`src/rtl/zp_resamp_sched.sv`:
```
module zp_resamp_sched #(
  parameter int DW = 16
) (
  input  logic            clk,
  input  logic            rst_n,
  input  logic            ratio_sel,
  input  logic            smp_valid,
  output logic            wr_en,
  output logic [2:0]      wr_row,
  output logic            blk_done,
  output logic [19:0]     coef_sel,
  input  logic [5*DW-1:0] dft_in,
  output logic [5*DW-1:0] chan_out
);
  localparam int NP = 5;
  localparam int NS = 10;
  localparam int CW = 4;
  localparam int ROW_STEP = 2;
  localparam int SUB_ROW = 6;
  localparam int SUB_STATE = NS / 2;

  logic [2:0]    row_q;
  logic [2:0]    cnt_q;
  logic          st_q;
  logic [CW-1:0] base_q;
  logic [2:0]    last_idx;

  assign last_idx = ratio_sel ? (st_q ? 3'd6 : 3'd7) : (st_q ? 3'd1 : 3'd2);
  assign wr_en    = smp_valid;
  assign wr_row   = row_q;
  assign blk_done = smp_valid && (cnt_q == last_idx);

  always_ff @(posedge clk or negedge rst_n) begin
    if (!rst_n) begin
      row_q  <= 3'd4;
      cnt_q  <= '0;
      st_q   <= 1'b0;
      base_q <= '0;
    end else if (smp_valid) begin
      row_q <= (row_q >= 3'(ROW_STEP)) ? row_q - 3'(ROW_STEP) : row_q + 3'(NP - ROW_STEP);
      if (cnt_q == last_idx) begin
        cnt_q  <= '0;
        st_q   <= ~st_q;
        base_q <= (base_q >= CW'(SUB_STATE)) ? base_q - CW'(SUB_STATE) : base_q + CW'(SUB_STATE);
      end else begin
        cnt_q <= cnt_q + 3'd1;
      end
    end
  end

  for (genvar r = 0; r < NP; r++) begin : g_coef
    localparam int OFS = (SUB_ROW * r) % NS;
    logic [CW:0] sum;
    assign sum = {1'b0, base_q} + (CW+1)'(OFS);
    assign coef_sel[r*CW +: CW] = (sum >= (CW+1)'(NS)) ? CW'(sum - (CW+1)'(NS)) : CW'(sum);
  end

  for (genvar c = 0; c < NP; c++) begin : g_reorder
    localparam int SLOT = (3 * c) % NP;
    assign chan_out[c*DW +: DW] = dft_in[SLOT*DW +: DW];
  end

  a_r1_reset_start: assert property (@(posedge clk)
    $rose(rst_n) |-> (wr_row == 3'd4 && base_q == '0 && !st_q));

  a_r2_row_step: assert property (@(posedge clk) disable iff (!rst_n)
    smp_valid |=> (wr_row == 3'((int'($past(wr_row)) + 3) % 5)));

  a_r2_row_hold: assert property (@(posedge clk) disable iff (!rst_n)
    !smp_valid |=> $stable(wr_row));

  a_r7_done_needs_sample: assert property (@(posedge clk) disable iff (!rst_n)
    blk_done |-> wr_en);

  a_r6_base_step: assert property (@(posedge clk) disable iff (!rst_n)
    blk_done |=> (base_q == CW'((int'($past(base_q)) + 5) % 10)));

  a_r3_cnt_bound: assert property (@(posedge clk) disable iff (!rst_n)
    (cnt_q <= last_idx));
endmodule

```
`config.mk`:
```
export PLATFORM = sky130hd
export DESIGN_NAME = zp_resamp_sched
export DESIGN_NICKNAME = d
export VERILOG_FILES = /design/src/rtl/zp_resamp_sched.sv
export SDC_FILE = /design/constraint.sdc
export NUM_CORES = 1
export LEC_CHECK = 0
export BUFFER_PORTS_ARGS = -buffer_cell sky130_fd_sc_hd__buf_2
export CORE_AREA = 2 2 78 80
export CTS_CLUSTER_DIAMETER = 150
export DETAILED_ROUTE_END_ITERATION = 16
export DIE_AREA = 0 0 80 82
export PLACE_DENSITY_LB_ADDON = 0.1
export SYNTH_ARGS = -nofsm -noshare
export SYNTH_HDL_FRONTEND = slang
export SYNTH_SLANG_ARGS = --single-unit
```
`constraint.sdc`:
```
create_clock -name clk -period 2.2 [get_ports clk]
set_input_delay 0.44 -clock clk [delete_from_list [all_inputs] [get_ports clk]]
set_output_delay 0.44 -clock clk [all_outputs]
set_load 0.01 [all_outputs]
```
==> results.md, run 1 <==
* Status: finished clean
* Launch point of the worst path: base_q[1]
* Worst-skew pair later-pin latency at 240 ps
* Leakage Power at 0.7353 nW
* Total global routing overflow at 0
* Avg Vias per Cell at 4.357
* Cell Rows at 28
* Worst Skew at 7.640 ps
* Hold Buf Count CTS at 0
* Hold_ws at 73.42 ps
* Area Overhead vs Synth at -8.545%
* Final setup vio count at 0
* Crit start category: register
* Share of cells above drive strength 1 at 0.4458
* Max Slew Vio Count at 0
* Clk buf depth at 2
* Post-synth EDFFs at 0
* Crit end category: output pin
* Number of synthesis warnings at 0
* CP required at 1760 ps
* CP arrival at 1700 ps
* CTS root buffer: clkbuf_8
* Die Ht at 82 um
* Peak supply drop at 0.5974 mV
* Final HPWL DP at 2298 um
* PortBufs at 28
* Post-Syn Area per Cell at 8.518 um2
* Initial antenna violation count at 0
* Yosys top cell by area: buf_4
* Htree depth at 1
* Relative slew slack at 0.7982
* Reg clk slew, reported paths at 60 ps
* Final Power at 2.968 mW
* Tot GR Track Use at 0.09721
* Routed via count at 1,050
* Part of the Yosys area used for sequential elements at 0.1561
* Yosys cell types at 36
* DIE AREA at 6560 um2
* Fin crit period at 2143 ps
* Worst Tran Pin Value at 300.6 ps
* Crit Path Max Fanout at 5
* DRC Markers at 0
* Worst Hold Class: primary input to asynchronous set/reset pin
* Worst R2R Start: base_q[1]
* Setup slack after layout at 57.42 ps
* Iteration-0 DRC count of the detailed router at 67
* Synth top cells by count: buf_4 (88), ha_1 (19), inv_1 (11)
* Synthesized instance count at 208
* Count leader, synth: buf_4
* TritonCTS clock tree: built
* First-pass GRT wire length at 5064 um
* Antenna-violating nets left at 0
* Num ports at 189
* Register bit total from synthesis at 11
* Nets at 271
* Final Cycle Share at 0.9739
* Post-synthesis cell area at 1772 um2
* Synth area leaders: buf_4 (37%), dfrtp_1 (14%), ha_1 (13%), xnor2_1 (4.4%), a21oi_1 (2.5%)
* Sum Neg Setup Slack at 0 ps
* Core box area at 5746 um2
* Largest net degree at the start of global routing at 14
* Max-cap viol count at 0
* Endpoints failing hold at 0
* Post-synth top area share at 0.3729
* Worst slack at placement at 72.15 ps
* Post-Syn Nets at 312
* Diodes inserted at 0
* WS Path Type: register to output pin
* FMAX at 466.7 MHz
* Clk sinks at 11
* Synth Flop Type: dfrtp_1
* DR WL/cell at 13.39 um
* Unrepaired setup endpoints after global routing: true
* PD cells at 1832 nW/um2
* Final WL at 3227 um
* TritonCTS buffer count at 3
* Vias in the first global route at 1,061
* Die Wd at 80 um
* Fraction of registers with async set or reset after synthesis at 1.000
* GP Congestion at 0.7374
* Initial core utilization at 0.3084
* Reg2reg setup slack at 470 ps
* Drt pass-1 iters at 4
worst max-delay path: stages, from the launching register on:
cell	delay, ps
dfrtp_1	410
clkinv_4	100
ha_4	170
fa_2	420
o21ai_4	90
xnor2_1	120
buf_2	140
cell families (layout without fill, tap and decap cells):
family / after synthesis / count (layout) / share of synthesized area
mux: 5 / 5 / 0.02896
compound gates: 33 / 33 / 0.1201
buf+inv: 101 / 59 / 0.4011
xor+xnor: 13 / 13 / 0.06851
fa+ha+maj: 20 / 20 / 0.1455
simple gates: 25 / 25 / 0.07980
flops: 11 / 11 / 0.1561
path summary, 6_finish.rpt:
check,to,cells after the start
max,coef_sel[17],6
min,st_q,1
max reg2reg,base_q[3],7
min reg2reg,st_q,1
max in group asynchronous,wr_row[2],1
min in group clk,st_q,1
layout make-up:
class / instances / area [um2]
timing repair buffer: 43 / 256.5
fill: 628 / 4125
multi-input combinational: 96 / 887.1
sequential: 11 / 279.0
inverter: 12 / 58.81
clock buffer: 4 / 45.04
tap: 75 / 93.84
power breakdown:
part           leakage (nW)  switching (mW)  internal (mW)  total, mW
Clock                0.0228          0.0824          0.128      0.210
Combinational         0.585            1.24           1.08       2.32
Sequential            0.128           0.127          0.315      0.442
Total                 0.735            1.45           1.52       2.97
placed cells by master (no fill, tap or decap), drive strengths merged, types with 2 or more instances in the layout:
cell type  netlist  layout
nor2             4       4
mux2i            4       4
dfrtp           10      10
nand3            2       2
a21oi           11      11
buf             89      43
clkbuf           0       4
clkinv           1       2
nand2b           5       5
ha              19      19
o22ai            2       2
nand2            8       8
o21ai           10      10
xnor2            9       9
nand3b           2       2
xor2             4       4
inv             11       9
a22oi            2       2
timing repair:
item / in CTS / in global routing
hold endpoints to repair: 0 / 0
setup buffers: 5 / 5
resized for setup: 14 / 17
cloned: 0 / 0
setup endpoints to repair: 10 / 10
pin swaps: 0 / 5
stage by stage:
step                utilization  cell area [um2]  cells
global route             0.2820             1620    241
floorplan                     -             1773    208
detailed placement       0.2400             1379    227
finish                   0.2820             1620    241
global placement         0.2400             1379    227
CTS                      0.2618             1504    236
metal layers:
| layer | GRT usage | share of wire | vias to the layer above |
|---|---|---|---|
| met3 | 0.03736 | 0.089 | 22 |
| met4 | 0.05085 | 0.036 | 0 |
| li1 | - | - | 511 |
| met1 | 0.1118 | 0.40 | 481 |
| met2 | 0.1567 | 0.48 | 36 |
| met5 | 0 | 0 | - |
flip-flops by register name, summed over array words and instances, names as in the netlist:
| signal | flops |
|---|---|
| base_q | 4 |
| cnt_q | 3 |
| st_q | 1 |
| wr_row | 3 |
Note: power is estimated with default switching activity, not from simulation.
==> inputs of run 2 (changes only) <==
--- a/config.mk
+++ b/config.mk
@@ -6,10 +6,10 @@
 export NUM_CORES = 1
 export LEC_CHECK = 0
 export BUFFER_PORTS_ARGS = -buffer_cell sky130_fd_sc_hd__buf_2
-export CORE_AREA = 2 2 78 80
+export CORE_AREA = 2 2 74 76
 export CTS_CLUSTER_DIAMETER = 150
 export DETAILED_ROUTE_END_ITERATION = 16
-export DIE_AREA = 0 0 80 82
+export DIE_AREA = 0 0 76 78
 export PLACE_DENSITY_LB_ADDON = 0.1
 export SYNTH_ARGS = -nofsm -noshare
 export SYNTH_HDL_FRONTEND = slang
==> constraint.sdc (replaced) <==
create_clock -name clk -period 2.7 [get_ports clk]
set_input_delay 0.54 -clock clk [delete_from_list [all_inputs] [get_ports clk]]
set_output_delay 0.54 -clock clk [all_outputs]
set_load 0.01 [all_outputs]
==> results.md, run 2 (synthesis gave the netlist of run 1 again) <==
* Fin crit period at 2521 ps
* Final Cycle Share at 0.9338
* Peak supply drop at 0.5405 mV (was 0.5974 mV)
* Clock share of power at 0.078 (was 0.071)
* Share of cells above drive strength 1 at 0.2745 (was 0.4458)
* WS Path Type: register to output pin (unchanged)
* Final WL at 3507 um (was 3227 um)
* TritonCTS buffer count at 3 (unchanged)
* Crit Path Max Fanout at 6 (was 5)
* Core box area at 5042 um2 (was 5746 um2)
* Iteration-0 DRC count of the detailed router at 31 (was 67)
* Worst Tran Pin Value at 392.0 ps (was 300.6 ps)
* Worst slack at placement at 262.6 ps (was 72.15 ps)
* Cell Rows at 26 (was 28)
* Endpoints failing hold at 0 (unchanged)
* CP arrival at 1980 ps (was 1700 ps)
* Internal at 1.038 mW (was 1.522 mW)
* Crit end category: output pin (unchanged)
* TritonCTS clock tree: built (unchanged)
* Setup slack after layout at 178.7 ps (was 57.42 ps)
* DIE AREA at 5928 um2 (was 6560 um2)
* Routed wl met3 at 467 um (was 286 um)
* Vias in the first global route at 1,062 (was 1,061)
* Met2 routed WL at 1521 um (was 1541 um)
* Tot GR Track Use at 0.1118 (was 0.09721)
* Die Wd at 76 um (was 80 um)
* Diodes inserted at 0 (unchanged)
* Final setup vio count at 0 (unchanged)
* Placement Cell Area at 1349 um2 (was 1379 um2)
* Hold Buf Count CTS at 0 (unchanged)
* Leakage Power at 0.6738 nW (was 0.7353 nW)
* Initial core utilization at 0.3514 (was 0.3084)
* Most flop-heavy register: base_q (unchanged)
* Num ports at 189 (unchanged)
* Worst-skew pair later-pin latency at 240 ps (about the same)
* CP required at 2160 ps (was 1760 ps)
* Final HPWL DP at 2796 um (was 2298 um)
* Largest net degree at the start of global routing at 14 (unchanged)
* Clk sinks at 11 (unchanged)
* Initial antenna violation count at 0 (unchanged)
* Clk buf depth at 2 (unchanged)
* Nets at 258 (was 271)
* Most frequent cells in the layout: buf_2 (28), ha_1 (19), inv_1 (11) (was buf_2 (28), buf_4 (14), ha_1 (13))
* Reg clk slew, reported paths at 50 ps (was 60 ps)
* Combinational fraction of design power at 0.737 (was 0.780)
* Commonest non-fill, non-tap cell in the layout: buf_2 (unchanged)
* Max Slew Vio Count at 0 (unchanged)
* Status: finished clean (unchanged)
* Net Switching at 1.059 mW (was 1.446 mW)
* Final core utilization at 0.2767 (was 0.2820)
* M1 wire length at 1336 um (was 1281 um)
* DRC Markers at 0 (unchanged)
* FMAX at 396.6 MHz
* Highest Signal Layer: met4 (unchanged)
* Routed via count at 1,101 (was 1,050)
* Antenna-violating nets left at 0 (unchanged)
* CTS root buffer: clkbuf_8 (unchanged)
* Htree depth at 1 (unchanged)
* Worst Skew at 8.407 ps (was 7.640 ps)
* Worst Hold Class: primary input to asynchronous set/reset pin (unchanged)
* PD cells at 1503 nW/um2 (was 1832 nW/um2)
* Drt pass-1 iters at 4 (unchanged)
* Switching share of power at 0.5051 (was 0.4873)
* Area Overhead vs Synth at -21.26% (was -8.545%)
* Final Power at 2.097 mW (was 2.968 mW)
* GP Congestion at 0.8154 (was 0.7374)
* Avg Vias per Cell at 4.937 (was 4.357)
* Total global routing overflow at 0 (unchanged)
* First-pass GRT wire length at 5471 um (was 5064 um)
* DR WL/cell at 15.73 um (was 13.39 um)
* Fillers at 551 (was 628)
* Sum Neg Setup Slack at 0 ps (unchanged)
* PortBufs at 28 (unchanged)
* Die Ht at 78 um (was 82 um)
* Crit start category: register (unchanged)
* Seq pwr share at 0.185 (was 0.149)
* Final instance area at 1395 um2 (was 1620 um2)
* Max FFs per register at 4 (unchanged)
* Unrepaired setup endpoints after global routing: false (was true)
* Relative slew slack at 0.7386 (was 0.7982)
* Max-cap viol count at 0 (unchanged)
[run 2: power groups by stage]
| stage | sequential (mW) | clock, mW | combinational, mW |
|---|---|---|---|
| global route | 0.412 | 0.181 | 1.72 |
| finish | 0.388 | 0.163 | 1.55 |
| global placement | 0.387 | 0 | 1.55 |
| CTS | 0.387 | 0.169 | 1.57 |
| detailed placement | 0.388 | 0 | 1.56 |
| floorplan | 0.355 | 0 | 1.25 |
[run 2: layout make-up]
class	count	area [um2]	share of cell area
timing repair buffer	30	155.1	0.1112
tap	70	87.58	0.06278
clock buffer	4	45.04	0.03229
multi-input combinational	96	784.5	0.5623
inverter	12	45.04	0.03229
sequential	11	277.8	0.1991
[run 2: through the flow]
| stage | cells | hold WS [ps] |
|---|---|---|
| finish | 223 | 166.1 |
| global route | 223 | 179.1 |
| CTS | 223 | 174.6 |
| detailed placement | 219 | 429.3 |
| global placement | 219 | 431.6 |
| floorplan | 208 | 244.4 |
[run 2: worst paths after layout]
| path | from | endpoint | slack (ps) | depth (start not counted) |
|---|---|---|---|---|
| setup / recovery | base_q[1] | coef_sel[18] | 180 | 7 |
| setup reg to reg | base_q[1] | base_q[3] | 820 | 7 |
| max in group asynchronous | rst_n | wr_row[2] | 2260 | 1 |
| hold / removal | rst_n | cnt_q[0] | 170 | 1 |
| min in group clk | st_q | st_q | 480 | 1 |
| hold reg to reg | st_q | st_q | 480 | 1 |
[run 2: layer usage]
layer | vias up | track usage
met5 | - | 0
met4 | 0 | 0.07636
met3 | 34 | 0.05814
met2 | 96 | 0.1652
met1 | 486 | 0.1247
li1 | 485 | -
[run 2: timing repair]
item | 4_1_cts | 5_1_grt
resized for setup | 0 | 1
setup endpoints to repair | 0 | 2
buffers inserted | 0 | 0
endpoints found under the hold margin | 0 | 0
[run 2: worst max-delay path: stages, from the launching register on]
cell and delay, ps:
dfrtp_1 340, clkinv_1 200, ha_1 280, fa_1 410, o21ai_1 180, nand2_1 80
o21ai_0 90, buf_2 170
